### config.mk
export PLATFORM = sky130hd
export DESIGN_NAME = sdr_bank_monitor
export DESIGN_NICKNAME = d
export VERILOG_FILES = /design/src/rtl/sdr_mon_pkg.sv /design/src/rtl/sdr_cmd_decode.sv /design/src/rtl/sdr_dcount.sv /design/src/rtl/sdr_bank_track.sv /design/src/rtl/sdr_global_track.sv /design/src/rtl/sdr_bank_monitor.sv
export SDC_FILE = /design/constraint.sdc
export NUM_CORES = 1
export LEC_CHECK = 0
export BUFFER_PORTS_ARGS = -buffer_cell sky130_fd_sc_hd__buf_2
export CORE_ASPECT_RATIO = 0.75
export CORE_MARGIN = 10
export CORE_UTILIZATION = 65
export CTS_CLUSTER_DIAMETER = 40
export CTS_CLUSTER_SIZE = 12
export DETAILED_ROUTE_END_ITERATION = 7
export GPL_TIMING_DRIVEN = 0
export PLACE_DENSITY = 0.85
export RECOVER_POWER = 100
export SYNTH_ARGS = -nofsm -noshare
export SYNTH_HDL_FRONTEND = slang
export SYNTH_SLANG_ARGS = --single-unit
### constraint.sdc
create_clock -name clk -period 6.35 [get_ports clk]
set_input_delay 1.27 -clock clk [delete_from_list [all_inputs] [get_ports clk]]
set_output_delay 1.27 -clock clk [all_outputs]
set_load 0.02 [all_outputs]
### src/rtl/sdr_mon_pkg.sv
package sdr_mon_pkg;

  typedef enum logic [3:0] {
    CMD_DESL  = 4'd0,
    CMD_NOP   = 4'd1,
    CMD_BST   = 4'd2,
    CMD_READ  = 4'd3,
    CMD_WRITE = 4'd4,
    CMD_ACT   = 4'd5,
    CMD_PRE   = 4'd6,
    CMD_REF   = 4'd7,
    CMD_MRS   = 4'd8
  } cmd_e;

  typedef enum logic [2:0] {
    BK_IDLE    = 3'd0,
    BK_OPEN    = 3'd1,
    BK_PRECH   = 3'd2,
    BK_REFRESH = 3'd3,
    BK_MODESET = 3'd4
  } bank_st_e;

  typedef enum logic [1:0] {
    GM_NORMAL  = 2'd0,
    GM_REFRESH = 2'd1,
    GM_MODESET = 2'd2
  } gmode_e;

  typedef enum logic [3:0] {
    RS_NONE         = 4'd0,
    RS_BUSY         = 4'd1,
    RS_NOT_OPEN     = 4'd2,
    RS_ALREADY_OPEN = 4'd3,
    RS_NOT_ALL_IDLE = 4'd4,
    RS_TRCD         = 4'd5,
    RS_TRRD         = 4'd6,
    RS_TRAS         = 4'd7,
    RS_TRWL         = 4'd8,
    RS_TRP          = 4'd9
  } reason_e;

  // Counter load value for a spacing of t cycles: the command t edges later sees zero.
  function automatic int unsigned cyc_load(input int unsigned t);
    return (t > 0) ? t - 1 : 0;
  endfunction

  function automatic int unsigned max2(input int unsigned a, input int unsigned b);
    return (a > b) ? a : b;
  endfunction

endpackage

### src/rtl/sdr_cmd_decode.sv
module sdr_cmd_decode
  import sdr_mon_pkg::*;
(
  input  logic cs_n,
  input  logic ras_n,
  input  logic cas_n,
  input  logic we_n,
  output cmd_e cmd_o
);

  always_comb begin
    if (cs_n) begin
      cmd_o = CMD_DESL;
    end else begin
      case ({ras_n, cas_n, we_n})
        3'b111:  cmd_o = CMD_NOP;
        3'b110:  cmd_o = CMD_BST;
        3'b101:  cmd_o = CMD_READ;
        3'b100:  cmd_o = CMD_WRITE;
        3'b011:  cmd_o = CMD_ACT;
        3'b010:  cmd_o = CMD_PRE;
        3'b001:  cmd_o = CMD_REF;
        default: cmd_o = CMD_MRS;
      endcase
    end
  end

endmodule

### src/rtl/sdr_dcount.sv
module sdr_dcount #(
  parameter int CW = 4
) (
  input  logic          clk,
  input  logic          rst_n,
  input  logic          load_i,
  input  logic [CW-1:0] load_val_i,
  output logic          busy_o
);

  logic [CW-1:0] cnt_q;
  logic [CW-1:0] cnt_d;
  logic          cnt_en;

  assign busy_o = (cnt_q != '0);
  assign cnt_en = load_i | busy_o;

  always_comb begin
    cnt_d = cnt_q;
    if (load_i)      cnt_d = load_val_i;
    else if (busy_o) cnt_d = cnt_q - 1'b1;
  end

  always_ff @(posedge clk or negedge rst_n) begin
    if (!rst_n)      cnt_q <= '0;
    else if (cnt_en) cnt_q <= cnt_d;
  end

  // a running window shrinks by exactly one per cycle unless reloaded
  a_r2_window_shrinks: assert property (@(posedge clk) disable iff (!rst_n)
    (busy_o && !load_i) |=> (cnt_q == $past(cnt_q) - 1'b1));

endmodule

### src/rtl/sdr_bank_track.sv
module sdr_bank_track
  import sdr_mon_pkg::*;
#(
  parameter int          CW    = 4,
  parameter int unsigned T_RCD = 3,
  parameter int unsigned T_RAS = 6,
  parameter int unsigned T_RP  = 3,
  parameter int unsigned T_RWL = 2
) (
  input  logic     clk,
  input  logic     rst_n,
  input  logic     act_i,
  input  logic     pre_i,
  input  logic     wr_i,
  output bank_st_e st_o,
  output logic     rcd_busy_o,
  output logic     ras_busy_o,
  output logic     rwl_busy_o
);

  localparam int NCNT = 4;
  localparam int unsigned TV [NCNT] = '{T_RCD, T_RAS, T_RP, T_RWL};

  bank_st_e        st_q;
  bank_st_e        st_d;
  logic            st_en;
  logic [NCNT-1:0] ld;
  logic [NCNT-1:0] bz;

  // counter slots: 0 row-to-column, 1 row-active minimum, 2 precharge, 3 post-write
  assign ld = {wr_i, pre_i, act_i, act_i};

  for (genvar i = 0; i < NCNT; i++) begin : g_win
    sdr_dcount #(.CW(CW)) u_win (
      .clk        (clk),
      .rst_n      (rst_n),
      .load_i     (ld[i]),
      .load_val_i (CW'(cyc_load(TV[i]))),
      .busy_o     (bz[i])
    );
  end

  assign rcd_busy_o = bz[0];
  assign ras_busy_o = bz[1];
  assign rwl_busy_o = bz[3];

  // a finished precharge already counts as idle in the cycle its window closes
  assign st_o = (st_q == BK_PRECH && !bz[2]) ? BK_IDLE : st_q;

  always_comb begin
    st_d = st_o;
    if (act_i)      st_d = BK_OPEN;
    else if (pre_i) st_d = BK_PRECH;
  end

  assign st_en = act_i | pre_i | (st_o != st_q);

  always_ff @(posedge clk or negedge rst_n) begin
    if (!rst_n)     st_q <= BK_IDLE;
    else if (st_en) st_q <= st_d;
  end

  // an accepted activate opens the bank on the next cycle
  a_r3_open_after_act: assert property (@(posedge clk) disable iff (!rst_n)
    act_i |=> (st_q == BK_OPEN));

  // no activate is ever accepted while the precharge window runs
  a_r6_no_act_in_trp: assert property (@(posedge clk) disable iff (!rst_n)
    (st_q == BK_PRECH && bz[2]) |-> !act_i);

  // an accepted precharge or auto-precharge always lands in precharging
  a_r12_prech_after_pre: assert property (@(posedge clk) disable iff (!rst_n)
    (pre_i && !act_i) |=> (st_q == BK_PRECH));

endmodule

### src/rtl/sdr_global_track.sv
module sdr_global_track
  import sdr_mon_pkg::*;
#(
  parameter int          CW    = 4,
  parameter int unsigned T_RC  = 5,
  parameter int unsigned T_MRD = 2,
  parameter int unsigned T_RRD = 2
) (
  input  logic   clk,
  input  logic   rst_n,
  input  logic   ref_i,
  input  logic   mrs_i,
  input  logic   act_i,
  output gmode_e mode_o,
  output logic   rrd_busy_o
);

  gmode_e        mode_q;
  gmode_e        mode_d;
  logic          mode_en;
  logic          cyc_busy;
  logic [CW-1:0] cyc_val;

  assign cyc_val = ref_i ? CW'(cyc_load(T_RC)) : CW'(cyc_load(T_MRD));

  sdr_dcount #(.CW(CW)) u_cyc (
    .clk        (clk),
    .rst_n      (rst_n),
    .load_i     (ref_i | mrs_i),
    .load_val_i (cyc_val),
    .busy_o     (cyc_busy)
  );

  sdr_dcount #(.CW(CW)) u_rrd (
    .clk        (clk),
    .rst_n      (rst_n),
    .load_i     (act_i),
    .load_val_i (CW'(cyc_load(T_RRD))),
    .busy_o     (rrd_busy_o)
  );

  assign mode_o = (mode_q != GM_NORMAL && !cyc_busy) ? GM_NORMAL : mode_q;

  always_comb begin
    mode_d = mode_o;
    if (ref_i)      mode_d = GM_REFRESH;
    else if (mrs_i) mode_d = GM_MODESET;
  end

  assign mode_en = ref_i | mrs_i | (mode_o != mode_q);

  always_ff @(posedge clk or negedge rst_n) begin
    if (!rst_n)       mode_q <= GM_NORMAL;
    else if (mode_en) mode_q <= mode_d;
  end

  // nothing that changes state is accepted during refresh or mode set
  a_r8_quiet_while_busy: assert property (@(posedge clk) disable iff (!rst_n)
    (mode_o != GM_NORMAL) |-> !(ref_i || mrs_i || act_i));

endmodule

### src/rtl/sdr_bank_monitor.sv
module sdr_bank_monitor
  import sdr_mon_pkg::*;
#(
  parameter int          NB    = 4,
  parameter int unsigned T_RCD = 3,
  parameter int unsigned T_RAS = 6,
  parameter int unsigned T_RP  = 3,
  parameter int unsigned T_RRD = 2,
  parameter int unsigned T_RC  = 5,
  parameter int unsigned T_MRD = 2,
  parameter int unsigned T_RWL = 2,
  localparam int         BAW   = (NB > 1) ? $clog2(NB) : 1
) (
  input  logic            clk,
  input  logic            rst_n,
  input  logic            cs_n,
  input  logic            ras_n,
  input  logic            cas_n,
  input  logic            we_n,
  input  logic [BAW-1:0]  ba,
  input  logic            a10,
  output logic [3:0]      cmd_o,
  output logic [3*NB-1:0] bank_state_o,
  output logic            illegal_o,
  output logic            timing_err_o,
  output logic [3:0]      reason_o
);

  localparam int unsigned TMAX = max2(max2(max2(T_RCD, T_RAS), max2(T_RP, T_RRD)),
                                      max2(max2(T_RC, T_MRD), T_RWL));
  localparam int CW = $clog2(TMAX + 1);

  // reset: asserted asynchronously, released on a clock edge
  logic [1:0] rsync_q;
  logic       rst_s_n;

  always_ff @(posedge clk or negedge rst_n) begin
    if (!rst_n) rsync_q <= '0;
    else        rsync_q <= {rsync_q[0], 1'b1};
  end
  assign rst_s_n = rsync_q[1];

  cmd_e     cmd;
  gmode_e   gmode;
  logic     gbusy;
  logic     rrd_bz;
  bank_st_e bk_st [NB];
  logic [NB-1:0] bk_open, bk_idle, rcd_bz, ras_bz, rwl_bz;
  logic [NB-1:0] act_ev, pre_ev, wr_ev;
  logic [NB-1:0] tgt, pre_mask, pre_hit;
  logic          ref_ev, mrs_ev;
  logic          ill, tim;
  reason_e       rsn;

  sdr_cmd_decode u_dec (
    .cs_n  (cs_n),
    .ras_n (ras_n),
    .cas_n (cas_n),
    .we_n  (we_n),
    .cmd_o (cmd)
  );

  sdr_global_track #(.CW(CW), .T_RC(T_RC), .T_MRD(T_MRD), .T_RRD(T_RRD)) u_glob (
    .clk        (clk),
    .rst_n      (rst_s_n),
    .ref_i      (ref_ev),
    .mrs_i      (mrs_ev),
    .act_i      (|act_ev),
    .mode_o     (gmode),
    .rrd_busy_o (rrd_bz)
  );

  assign gbusy = (gmode != GM_NORMAL);

  for (genvar i = 0; i < NB; i++) begin : g_bank
    sdr_bank_track #(.CW(CW), .T_RCD(T_RCD), .T_RAS(T_RAS), .T_RP(T_RP), .T_RWL(T_RWL)) u_bank (
      .clk        (clk),
      .rst_n      (rst_s_n),
      .act_i      (act_ev[i]),
      .pre_i      (pre_ev[i]),
      .wr_i       (wr_ev[i]),
      .st_o       (bk_st[i]),
      .rcd_busy_o (rcd_bz[i]),
      .ras_busy_o (ras_bz[i]),
      .rwl_busy_o (rwl_bz[i])
    );
    assign bk_open[i] = (bk_st[i] == BK_OPEN);
    assign bk_idle[i] = (bk_st[i] == BK_IDLE);
    assign bank_state_o[3*i +: 3] = (gmode == GM_REFRESH) ? BK_REFRESH :
                                    (gmode == GM_MODESET) ? BK_MODESET : bk_st[i];
  end

  assign tgt      = NB'(1) << ba;
  assign pre_mask = a10 ? '1 : tgt;
  assign pre_hit  = pre_mask & bk_open;

  // verdict: state legality first, then spacing windows
  always_comb begin
    ill    = 1'b0;
    tim    = 1'b0;
    rsn    = RS_NONE;
    act_ev = '0;
    pre_ev = '0;
    wr_ev  = '0;
    ref_ev = 1'b0;
    mrs_ev = 1'b0;
    case (cmd)
      CMD_READ, CMD_WRITE: begin
        if (gbusy)                begin ill = 1'b1; rsn = RS_BUSY;     end
        else if (!bk_open[ba])    begin ill = 1'b1; rsn = RS_NOT_OPEN; end
        else if (rcd_bz[ba])      begin tim = 1'b1; rsn = RS_TRCD;     end
        else begin
          if (cmd == CMD_WRITE) wr_ev = tgt;
          if (a10)              pre_ev = tgt;
        end
      end
      CMD_ACT: begin
        if (gbusy)                        begin ill = 1'b1; rsn = RS_BUSY;         end
        else if (bk_open[ba])             begin ill = 1'b1; rsn = RS_ALREADY_OPEN; end
        else if (bk_st[ba] == BK_PRECH)   begin tim = 1'b1; rsn = RS_TRP;          end
        else if (rrd_bz && |(bk_open & ~tgt)) begin tim = 1'b1; rsn = RS_TRRD;     end
        else act_ev = tgt;
      end
      CMD_PRE: begin
        if (gbusy)                    begin ill = 1'b1; rsn = RS_BUSY; end
        else if (|(pre_hit & ras_bz)) begin tim = 1'b1; rsn = RS_TRAS; end
        else if (|(pre_hit & rwl_bz)) begin tim = 1'b1; rsn = RS_TRWL; end
        else pre_ev = pre_hit;
      end
      CMD_REF, CMD_MRS: begin
        if (gbusy)           begin ill = 1'b1; rsn = RS_BUSY;         end
        else if (!(&bk_idle)) begin ill = 1'b1; rsn = RS_NOT_ALL_IDLE; end
        else begin
          ref_ev = (cmd == CMD_REF);
          mrs_ev = (cmd == CMD_MRS);
        end
      end
      default: ;
    endcase
  end

  assign cmd_o        = cmd;
  assign illegal_o    = ill;
  assign timing_err_o = tim;
  assign reason_o     = rsn;

  // at most one flag per command
  a_r10_one_flag: assert property (@(posedge clk) disable iff (!rst_s_n)
    $onehot0({illegal_o, timing_err_o}));

  // reason is zero whenever no flag is raised
  a_r10_quiet_reason: assert property (@(posedge clk) disable iff (!rst_s_n)
    (!illegal_o && !timing_err_o) |-> (reason_o == 4'd0));

  // a flagged command reaches no tracker
  a_r11_fault_inert: assert property (@(posedge clk) disable iff (!rst_s_n)
    (illegal_o || timing_err_o) |-> (act_ev == '0 && pre_ev == '0 && wr_ev == '0 && !ref_ev && !mrs_ev));

  // an accepted column command always finds its bank open and past its row-to-column window
  a_r4_column_needs_open: assert property (@(posedge clk) disable iff (!rst_s_n)
    ((cmd_o == CMD_READ || cmd_o == CMD_WRITE) && !illegal_o && !timing_err_o)
      |-> (bk_open[ba] && !rcd_bz[ba]));

  // idle-type commands are never flagged
  a_r9_filler_clean: assert property (@(posedge clk) disable iff (!rst_s_n)
    (cmd_o == CMD_DESL || cmd_o == CMD_NOP || cmd_o == CMD_BST) |-> (!illegal_o && !timing_err_o));

endmodule

# Word level (Yosys, flattened, before mapping)
# Index checks and enable logic that the tools add are counted.
[totals] mem_bits_rw=0 output_inout_bits=22 latch_bits=0 word_cells=312 rom_bits=0 memories=0 ff_bits=70
[classes] shifts=1 bitwise=34 div_mod_pow=0 order_cmp=2 muxes=126 n_eq_ne=29 reduce_logical=78 n_mul=0 addsub=18
[ops] op="$mux 3" n=65
[ops] op="$mux 4" n=25
[ops] op="$reduce_bool 3->1" n=18
[ops] op="$sub 3x1->3 const B" n=18
[ops] op="$reduce_bool 2->1" n=20
[ops] op="$reduce_and 2->1" n=18
[ops] op="$or 1x1->1" n=28
[ops] op="$pmux 4 s7" n=1
[ops] op="$mux 1" n=25
[ops] op="$eq 3x2->1 const B" n=7
[ops] op="$and 4x4->4" n=4
[ops] op="$eq 4x3->1 const B" n=4
[ops] op="$pmux 4 s4" n=1
[ops] op="$reduce_or 4->1" n=4
[ops] op="$eq 3x1->1 const B" n=5
[ops] op="$eq 3x3->1 const B" n=4
[ops] op="$logic_not 3->1" n=4
[ops] op="$ne 3x3->1" n=4
[ops] op="$pmux 4 s2" n=1
[ops] op="$bmux 3 s2" n=1
[ops] op="$logic_and 1x1->1" n=6
[ops] op="$mux 2" n=3
[ops] op="$logic_not 1->1" n=5
[ops] op="$bmux 1 s2" n=2
[ops] op="other kinds (14)" n=15

# Depth between registers and ports, before layout
# Gate-level depths: netlist (run 1).
[depth] word_depth=16 depth_mapped=9

# Hierarchy
# A second synthesis (run 1) with hierarchy kept.
[unflattened] hier_cells=576 area_unflattened_um2=5195.0
[modules_own_cells] mod="sdr_dcount" seq_area_each_um2=75.1 instances=18 area_per_inst_um2=196.4 cells_each=20
[modules_own_cells] mod="sdr_bank_monitor" seq_area_each_um2=50.0 instances=1 area_per_inst_um2=1004.7 cells_each=150
[modules_own_cells] mod="sdr_bank_track" seq_area_each_um2=75.1 instances=4 area_per_inst_um2=127.6 cells_each=12
[modules_own_cells] mod="sdr_global_track" seq_area_each_um2=50.0 instances=1 area_per_inst_um2=96.3 cells_each=11
[modules_own_cells] mod="sdr_cmd_decode" seq_area_each_um2=0.0 instances=1 area_per_inst_um2=47.5 cells_each=7

# Worst setup path before layout (run 1)
# No wires, ideal clock.
[synth_timing] kind="input to output" start="input port ba[0]" end="output port timing_err_o" stages=6 arrival_ns=2.892 required_time_ns=5.080 setup_slack_ns=2.188 path_cell_list="buf_2 > nand2b_1 > nand2_1 > a41oi_1 > a21oi_1 > o221ai_1"
[synth_between] elab_chain_len=10 elab_cells_between_ends=31 cone_classes="eq/ne: 1; shift: 1; mux: 19; bitwise: 6; reduce/logical: 4"
[synth_lines] element="start: declaration" line="sdr_bank_monitor.sv:20" text="input logic [BAW-1:0] ba,"
[synth_lines] element="parallel branches: the longest is 9 deep, another holds $not 2->3"
[synth_lines] element="$pmux 1 s3 (*)" line="sdr_bank_monitor.sv:107" text="case (cmd)"
[synth_lines] element="end: declaration" line="sdr_bank_monitor.sv:25" text="output logic timing_err_o,"
# Mark *: on every way between the ends. The select of a mux whose other input is x is not followed.

# Worst setup path in the final report (run 1)
[layout_timing] start="input port ba[0]" end="output port reason_o[2]"
[layout_between] elab_chain_len=10 elab_cells_between_ends=28 cone_classes="eq/ne: 1; shift: 1; mux: 18; bitwise: 5; reduce/logical: 3"
[layout_lines] element="parallel branches: the longest is 9 deep, another holds $mux 4"
[layout_lines] element="$pmux 4 s4 (*)" line="sdr_bank_monitor.sv:107"
[layout_lines] element="end: declaration" line="sdr_bank_monitor.sv:26" text="output logic [3:0] reason_o"
# Marks and branches as above.

==> flow_metrics.env, run 1 <==
export IMPL_outcome="finished with violations"
export IMPL_violations="capacitance limit, slew limit"
export IMPL_ys_seq_area_share_pct=39.18
export IMPL_synth_top_area_share_pct=39.18
export IMPL_clock_skew_ps=6.916
export IMPL_postCtsResizedCells=0
export IMPL_setup_tns_ps=0
export IMPL_hold_start="rsync_q[0]"
export IMPL_synth_async_reset_ratio_pct=100.0
export IMPL_synth_area_top_cells="dfrtp_1, ha_1, nor2_1"
export IMPL_avgSynthCellArea_um2=9.199
export IMPL_drive_above_1_share_pct=6.968
export IMPL_wl_um=10560
export IMPL_via_per_inst=6.049
export IMPL_io_pins=31
export IMPL_slowest_delay_ps=700
export IMPL_globalplace_congestion=0.9699
export IMPL_initial_core_util_pct=66.39
export IMPL_min_to="rsync_q[1]"
export IMPL_power_frac_comb_pct=49.6
export IMPL_layout_nets=571
export IMPL_p_switching_uw=961.5
export IMPL_r2r_end="g_bank[3].u_bank.g_win[0].u_win.cnt_q[0]"
export IMPL_via_count=3720
export IMPL_yosys_warnings=0
export IMPL_mappedNetlistNets=531
export IMPL_clkPwrFrac_pct=17.0
export IMPL_setup_viol=0
export IMPL_fin_crit_sh_pct=77.52
export IMPL_numClockSinks=70
export IMPL_drc_errors=0
export IMPL_powerDensity_nw_per_um2=477.8
export IMPL_switching_share_pct=41.35
export IMPL_cp_arrival_ps=3650
export IMPL_max_cap_viol_count=2
export IMPL_instances_no_fill=615
export IMPL_finalHoldViolCount=0
export IMPL_antenna_found_initial=0
export IMPL_fill_cells=523
export IMPL_synthCells=486
export IMPL_fp_dieArea_um2=10630
export IMPL_yosys_area_top_type="dfrtp_1"
export IMPL_cp_required_ps=5080
export IMPL_cpMaxStageDelayCell="o2111ai_1"
export IMPL_maxSlewHeadroom_pct=-76.98
export IMPL_yosysMostFrequentCell="dfrtp_1"
export IMPL_gr_usage_all_layers_pct=20.78
export IMPL_die_height_um=91.82
export IMPL_crit_path_frequent_cell="clkbuf_1"
export IMPL_yosysUniqueCellTypes=63
export IMPL_drv_slew=76
export IMPL_h_tree_depth=3
export IMPL_grt_start_max_net_pins=69
export IMPL_reg2reg_slack_ps=2610
export IMPL_ctsHoldBuffers=0
export IMPL_drtPass1Iterations=5
export IMPL_fin_crit_ps=4922
export IMPL_root_buffer="clkbuf_8"
export IMPL_vdd_ir_drop_max_v=0.0002628
export IMPL_num_antenna_cells=0
export IMPL_cp_end_kind="output port"
export IMPL_grt_pass1_vias=3829
export IMPL_dp_cells=599
export IMPL_r2r_start="g_bank[2].u_bank.g_win[2].u_win.cnt_q[0]"
export IMPL_wl_per_cell_um=17.16
export IMPL_r2r_cells=9
export IMPL_grt_first_pass_wirelength_um=17920
export IMPL_clockBufferDepth=2
export IMPL_die_width_um=115.8
export IMPL_leakage_uw=0.002257
export IMPL_tightest_slew_ps=2655
export IMPL_grt_overflow_total=0
export IMPL_rsz0062_at_grt="false"
export IMPL_place_area_um2=4725
export IMPL_core_area_um2=6734
export IMPL_syn_area_um2=4471
export IMPL_total_power_uw=2326
export IMPL_synth_common_cells="dfrtp_1, nor2_1, inv_1, ha_1, nand2_1"
export IMPL_timing_fmax_mhz=203.2
export IMPL_drtIter0Drc=323
export IMPL_hp_class="reg2reg"
export IMPL_start_kind="input pin"
export IMPL_cp_max_fo=10
export IMPL_finalInstanceArea_um2=4867
export IMPL_p_int_uw=1364
export IMPL_cts_tree="done"
export IMPL_num_rows=26
export IMPL_place_hpwl_um=7768
export IMPL_synth_edf_count=0
export IMPL_path_cells="clkbuf_1, clkbuf_1, a21oi_1, nand2b_1, o2111ai_1, a22oi_1, o211ai_1, clkbuf_1"
export IMPL_cts_post_setup_buffers_inserted=0
export IMPL_area_growth_pct=8.872
export IMPL_synth_ff_type="dfrtp_1"
export IMPL_whs_path_depth=0
export IMPL_synth_seq_cells=70
export IMPL_clock_latency_ps=360
export IMPL_power_frac_seq_pct=33.5
export IMPL_cts_buffers_inserted=9
export IMPL_path_class="in2out"
export IMPL_ant_nets=0
export IMPL_path_clk_slew_ps=70
export IMPL_io_buffer_count=29
-- final cells by class --
class | instances | area, um2 | share of cell area (%)
clock inverter | 6 | 86.33 | 1.774
clock buffer | 10 | 127.6 | 2.622
sequential | 70 | 1752 | 35.99
tap | 84 | 105.1 | 2.159
multi-input combinational | 355 | 2452 | 50.39
buffer | 12 | 46.29 | 0.9512
timing repair buffer | 29 | 113.9 | 2.339
inverter | 49 | 183.9 | 3.779
-- routing by layer --
metal  wire, um  global-route usage [%]  share of wire [%]
met5          0                       0                  0
met4        305                   9.459                2.9
met3        690                   4.688                6.5
met2       4964                   33.90                 47
met1       4595                   25.66                 44
-- flip-flops by register name, summed over array words and instances (netlist names) --
signal	flops
rsync_q	2
u_glob.mode_q	2
g_bank.u_bank.st_q	12
g_bank.u_bank.g_win.u_win.cnt_q	48
u_glob.u_rrd.cnt_q	3
u_glob.u_cyc.cnt_q	3
-- cells in the final DEF (no fill, tap or decap), types with 3 or more instances in the layout --
| cell | instances |
|---|---|
| a211o_1 | 5 |
| a21o_1 | 3 |
| a21oi_1 | 23 |
| a31oi_1 | 3 |
| and2_0 | 5 |
| buf_2 | 5 |
| clkbuf_1 | 36 |
| clkbuf_8 | 9 |
| dfrtp_1 | 70 |
| ha_1 | 36 |
| inv_1 | 49 |
| mux2i_1 | 12 |
| mux4_2 | 4 |
| nand2_1 | 36 |
| nand2b_1 | 15 |
| nor2_1 | 52 |
| nor2_4 | 3 |
| nor2b_1 | 11 |
| nor3_1 | 12 |
| nor3b_1 | 8 |
| nor4_1 | 5 |
| o2111ai_1 | 3 |
| o211ai_1 | 11 |
| o21a_1 | 4 |
| o21ai_0 | 31 |
| o31a_1 | 3 |
| o31ai_1 | 3 |
| or3_1 | 5 |
| or3b_1 | 4 |
| xnor2_1 | 11 |
| xor2_1 | 7 |
-- worst max-delay path, delay by kind of cell --
family          cells  cell delay, ps
compound gates      4            1360
buf+inv             3             830
simple gates        1             190
-- power groups by stage --
stage	sequential [uW]	combinational [uW]	clock (uW)
after floorplan	753	912	0
after global placement	771	1070	0
after detailed placement	784	1160	0
after CTS	777	1170	399
after global routing	806	1330	417
final	779	1150	394
-- cells by family after synthesis --
| family | Yosys count | share of synthesized area (%) |
|---|---|---|
| muxes | 16 | 4.702 |
| DFF | 70 | 39.18 |
| other | 1 | 0.08388 |
| xor gates and xnor gates | 18 | 3.526 |
| AOI/OAI and AO/OA | 109 | 16.40 |
| and+or+nand+nor | 175 | 20.66 |
| buffers and inverters | 61 | 5.374 |
| adders and majority gates | 36 | 10.08 |
-- stage by stage --
stage	hold WS, ps	setup slack, ps	util (%)
floorplan	331.2	2188	-
global placement	343.1	1659	70.10
detailed placement	345.6	1643	70.16
CTS	371.8	1633	73.34
global route	377.3	1152	72.28
finish	366.3	1428	72.28
-- worst max path at each step --
stage	start	endpoint	slack [ps]
finish	ba[0]	reason_o[2]	1430
global placement	ba[0]	timing_err_o	1660
detailed placement	ba[0]	timing_err_o	1640
CTS	ba[0]	timing_err_o	1630
floorplan	ba[0]	timing_err_o	2190
global route	ba[0]	timing_err_o	1150
(Power assumes the default switching activity.)
==> run 2, diff against run 1 <==
--- a/config.mk
+++ b/config.mk
@@ -8,12 +8,12 @@
 export BUFFER_PORTS_ARGS = -buffer_cell sky130_fd_sc_hd__buf_2
 export CORE_ASPECT_RATIO = 0.75
 export CORE_MARGIN = 10
-export CORE_UTILIZATION = 65
+export CORE_UTILIZATION = 61
 export CTS_CLUSTER_DIAMETER = 40
 export CTS_CLUSTER_SIZE = 12
 export DETAILED_ROUTE_END_ITERATION = 7
 export GPL_TIMING_DRIVEN = 0
-export PLACE_DENSITY = 0.85
+export PLACE_DENSITY = 0.8
 export RECOVER_POWER = 100
 export SYNTH_ARGS = -nofsm -noshare
 export SYNTH_HDL_FRONTEND = slang
==> constraint.sdc (replaced) <==
create_clock -name clk -period 4.73 [get_ports clk]
set_input_delay 0.946 -clock clk [delete_from_list [all_inputs] [get_ports clk]]
set_output_delay 0.946 -clock clk [all_outputs]
set_load 0.02 [all_outputs]
==> run 2 against run 1 <==
The run still ends with capacitance limit, slew limit left. Core utilization down 2.3 points. Flip-flop and latch count did not move. Global-route usage shrank 1.4 points. Worst setup slack worse by 1000 ps. Clock power rose by 27%. Register-to-register slack lost 2000 ps. Sequential share of layout area about the same. Via count rose by 0.89%. Combinational power increased by 34%. Cell count is 2.1% higher. Power rose by 33%. Critical path depth increased by 2.
==> flow_metrics.env, run 2 (same netlist as run 1, synthesis figures left out) <==
export IMPL_outcome="finished with violations"
export IMPL_violations="capacitance limit, slew limit"
export IMPL_cp_end_kind="output port"
export IMPL_power_frac_comb_pct=49.7
export IMPL_fin_crit_ps=4348
export IMPL_p_int_uw=1805
export IMPL_clock_skew_ps=12.69
export IMPL_drtPass1Iterations=6
export IMPL_numClockSinks=70
export IMPL_reg2reg_slack_ps=610
export IMPL_r2r_cells=9
export IMPL_layout_nets=571
export IMPL_cts_tree="done"
export IMPL_drv_slew=76
export IMPL_timing_fmax_mhz=230.0
export IMPL_globalplace_congestion=0.9158
export IMPL_multi_input_area_um2=2452
export IMPL_io_buffer_count=29
export IMPL_powerDensity_nw_per_um2=633.8
export IMPL_cp_max_fo=9
export IMPL_cp_arrival_ps=3400
export IMPL_antenna_found_initial=0
export IMPL_reg_top3="g_bank.u_bank.g_win.u_win.cnt_q x48, g_bank.u_bank.st_q x12"
export IMPL_pre_cts_ws_ps=605.9
export IMPL_finalHoldViolCount=0
export IMPL_hp_class="in2async"
export IMPL_clkPwrFrac_pct=16.3
export IMPL_grt_overflow_total=0
export IMPL_h_tree_depth=3
export IMPL_postCtsResizedCells=0
export IMPL_num_antenna_cells=0
export IMPL_path_class="reg2out"
export IMPL_start_kind="flip-flop"
export IMPL_die_height_um=94.14
export IMPL_max_cap_viol_count=2
export IMPL_largest_reg_flops=48
export IMPL_via_per_inst=5.976
export IMPL_most_common_layout_cells="dfrtp_1, nor2_1, inv_1"
export IMPL_drive_above_1_share_pct=7.170
export IMPL_layout_commonest_cell="dfrtp_1"
export IMPL_fin_ws_ps=382.1
export IMPL_clockBufferDepth=2
export IMPL_whs_ps=344.2
export IMPL_post_route_util_pct=69.99
export IMPL_path_clk_slew_ps=80
export IMPL_grt_pass1_vias=3658
export IMPL_core_area_um2=6962
export IMPL_drc_errors=0
export IMPL_wl_per_cell_um=16.87
export IMPL_leakage_uw=0.002258
export IMPL_drtIter0Drc=349
export IMPL_power_frac_seq_pct=34.0
export IMPL_cp_required_ps=3780
export IMPL_tightest_slew_ps=2696
export IMPL_cts_buffers_inserted=9
export IMPL_switching_share_pct=41.53
export IMPL_vdd_ir_drop_max_v=0.0003672
export IMPL_wl_um=10600
export IMPL_seq_area_um2=1752
export IMPL_area_growth_pct=8.984
export IMPL_fp_dieArea_um2=11190
export IMPL_place_hpwl_um=7734
export IMPL_instances_no_fill=628
export IMPL_num_rows=26
export IMPL_initial_core_util_pct=64.22
export IMPL_clock_latency_ps=360
export IMPL_die_width_um=118.9
export IMPL_setup_viol=0
export IMPL_top_register="g_bank.u_bank.g_win.u_win.cnt_q"
export IMPL_p_switching_uw=1282
export IMPL_setup_tns_ps=0
export IMPL_fill_cells=590
export IMPL_ctsHoldBuffers=0
export IMPL_maxSlewHeadroom_pct=-79.72
export IMPL_r2r_end="g_bank[3].u_bank.g_win[0].u_win.cnt_q[0]"
export IMPL_grt_first_pass_wirelength_um=17760
export IMPL_via_count=3753
export IMPL_r2r_start="g_bank[2].u_bank.g_win[2].u_win.cnt_q[1]"
export IMPL_root_buffer="clkbuf_8"
export IMPL_rsz0062_at_grt="false"
export IMPL_io_pins=31
export IMPL_gr_usage_all_layers_pct=19.38
export IMPL_dp_cells=613
export IMPL_fin_crit_sh_pct=91.92
export IMPL_ant_nets=0
export IMPL_grt_start_max_net_pins=69
export IMPL_cts_post_setup_buffers_inserted=0
[run 2: cell count changes in the layout (fill, tap and decap cells not counted)]
cell,before,now
bufinv_16,2,1
clkinv_2,2,1
clkbuf_8,9,11
clkbuf_1,36,34
buf_2,5,7
clkinvlp_4,1,0
[run 2: worst max path at each step]
stage / start / slack [ps] / depth (start not counted) / to
2_1_floorplan: ba[0] / 1220 / 6 / timing_err_o
3_3_place_gp: ba[0] / 640 / 8 / timing_err_o
3_5_place_dp: ba[1] / 610 / 8 / timing_err_o
4_1_cts: g_bank[2].u_bank.g_win[2].u_win.cnt_q[1] / 430 / 10 / timing_err_o
5_1_grt: g_bank[2].u_bank.g_win[2].u_win.cnt_q[1] / 140 / 10 / timing_err_o
6_report: g_bank[2].u_bank.g_win[2].u_win.cnt_q[1] / 380 / 10 / timing_err_o
[run 2: per-stage QoR]
stage                     instance area, um2  total power [uW]
after global routing                    4872              3377
final                                   4872              3088
after global placement                  4738              2470
after CTS                               4941              3115
after detailed placement                4742              2595
after floorplan                         4471              2235
[run 2: cell type report]
class | count | area share [%]
plain buffers | 12 | 0.9502
multi-input cells | 355 | 50.33
well taps | 98 | 2.517
repair buffers | 29 | 2.388
flip-flops and latches | 70 | 35.95
inverters | 49 | 3.775
clock inverters | 3 | 0.8988
clock buffers | 12 | 3.184
[run 2: power by group through the flow]
stage	registers (uW)	clock network [uW]	logic, uW
4_1_cts	1050	509	1560
2_1_floorplan	1010	0	1220
5_1_grt	1080	533	1760
3_3_place_gp	1040	0	1430
3_5_place_dp	1060	0	1540
6_report	1050	502	1540
[run 2: layer usage]
layer,vias up,GRT usage [%],wire (um),part of all wire (%)
li1,1773,-,-,-
met1,1790,24.82,4759,45
met2,165,31.42,4895,46
met3,25,5.225,743,7.0
met4,0,5.984,198,1.9
met5,-,0,0,0
[run 2: worst max-delay path: stages (launching register included)]
cell	delay (ps)
dfrtp_1	390
inv_1	60
ha_1	150
ha_1	260
nor3b_1	410
o221ai_1	200
and2_0	190
clkbuf_1	170
a21oi_1	690
o221ai_1	260
clkbuf_1	230
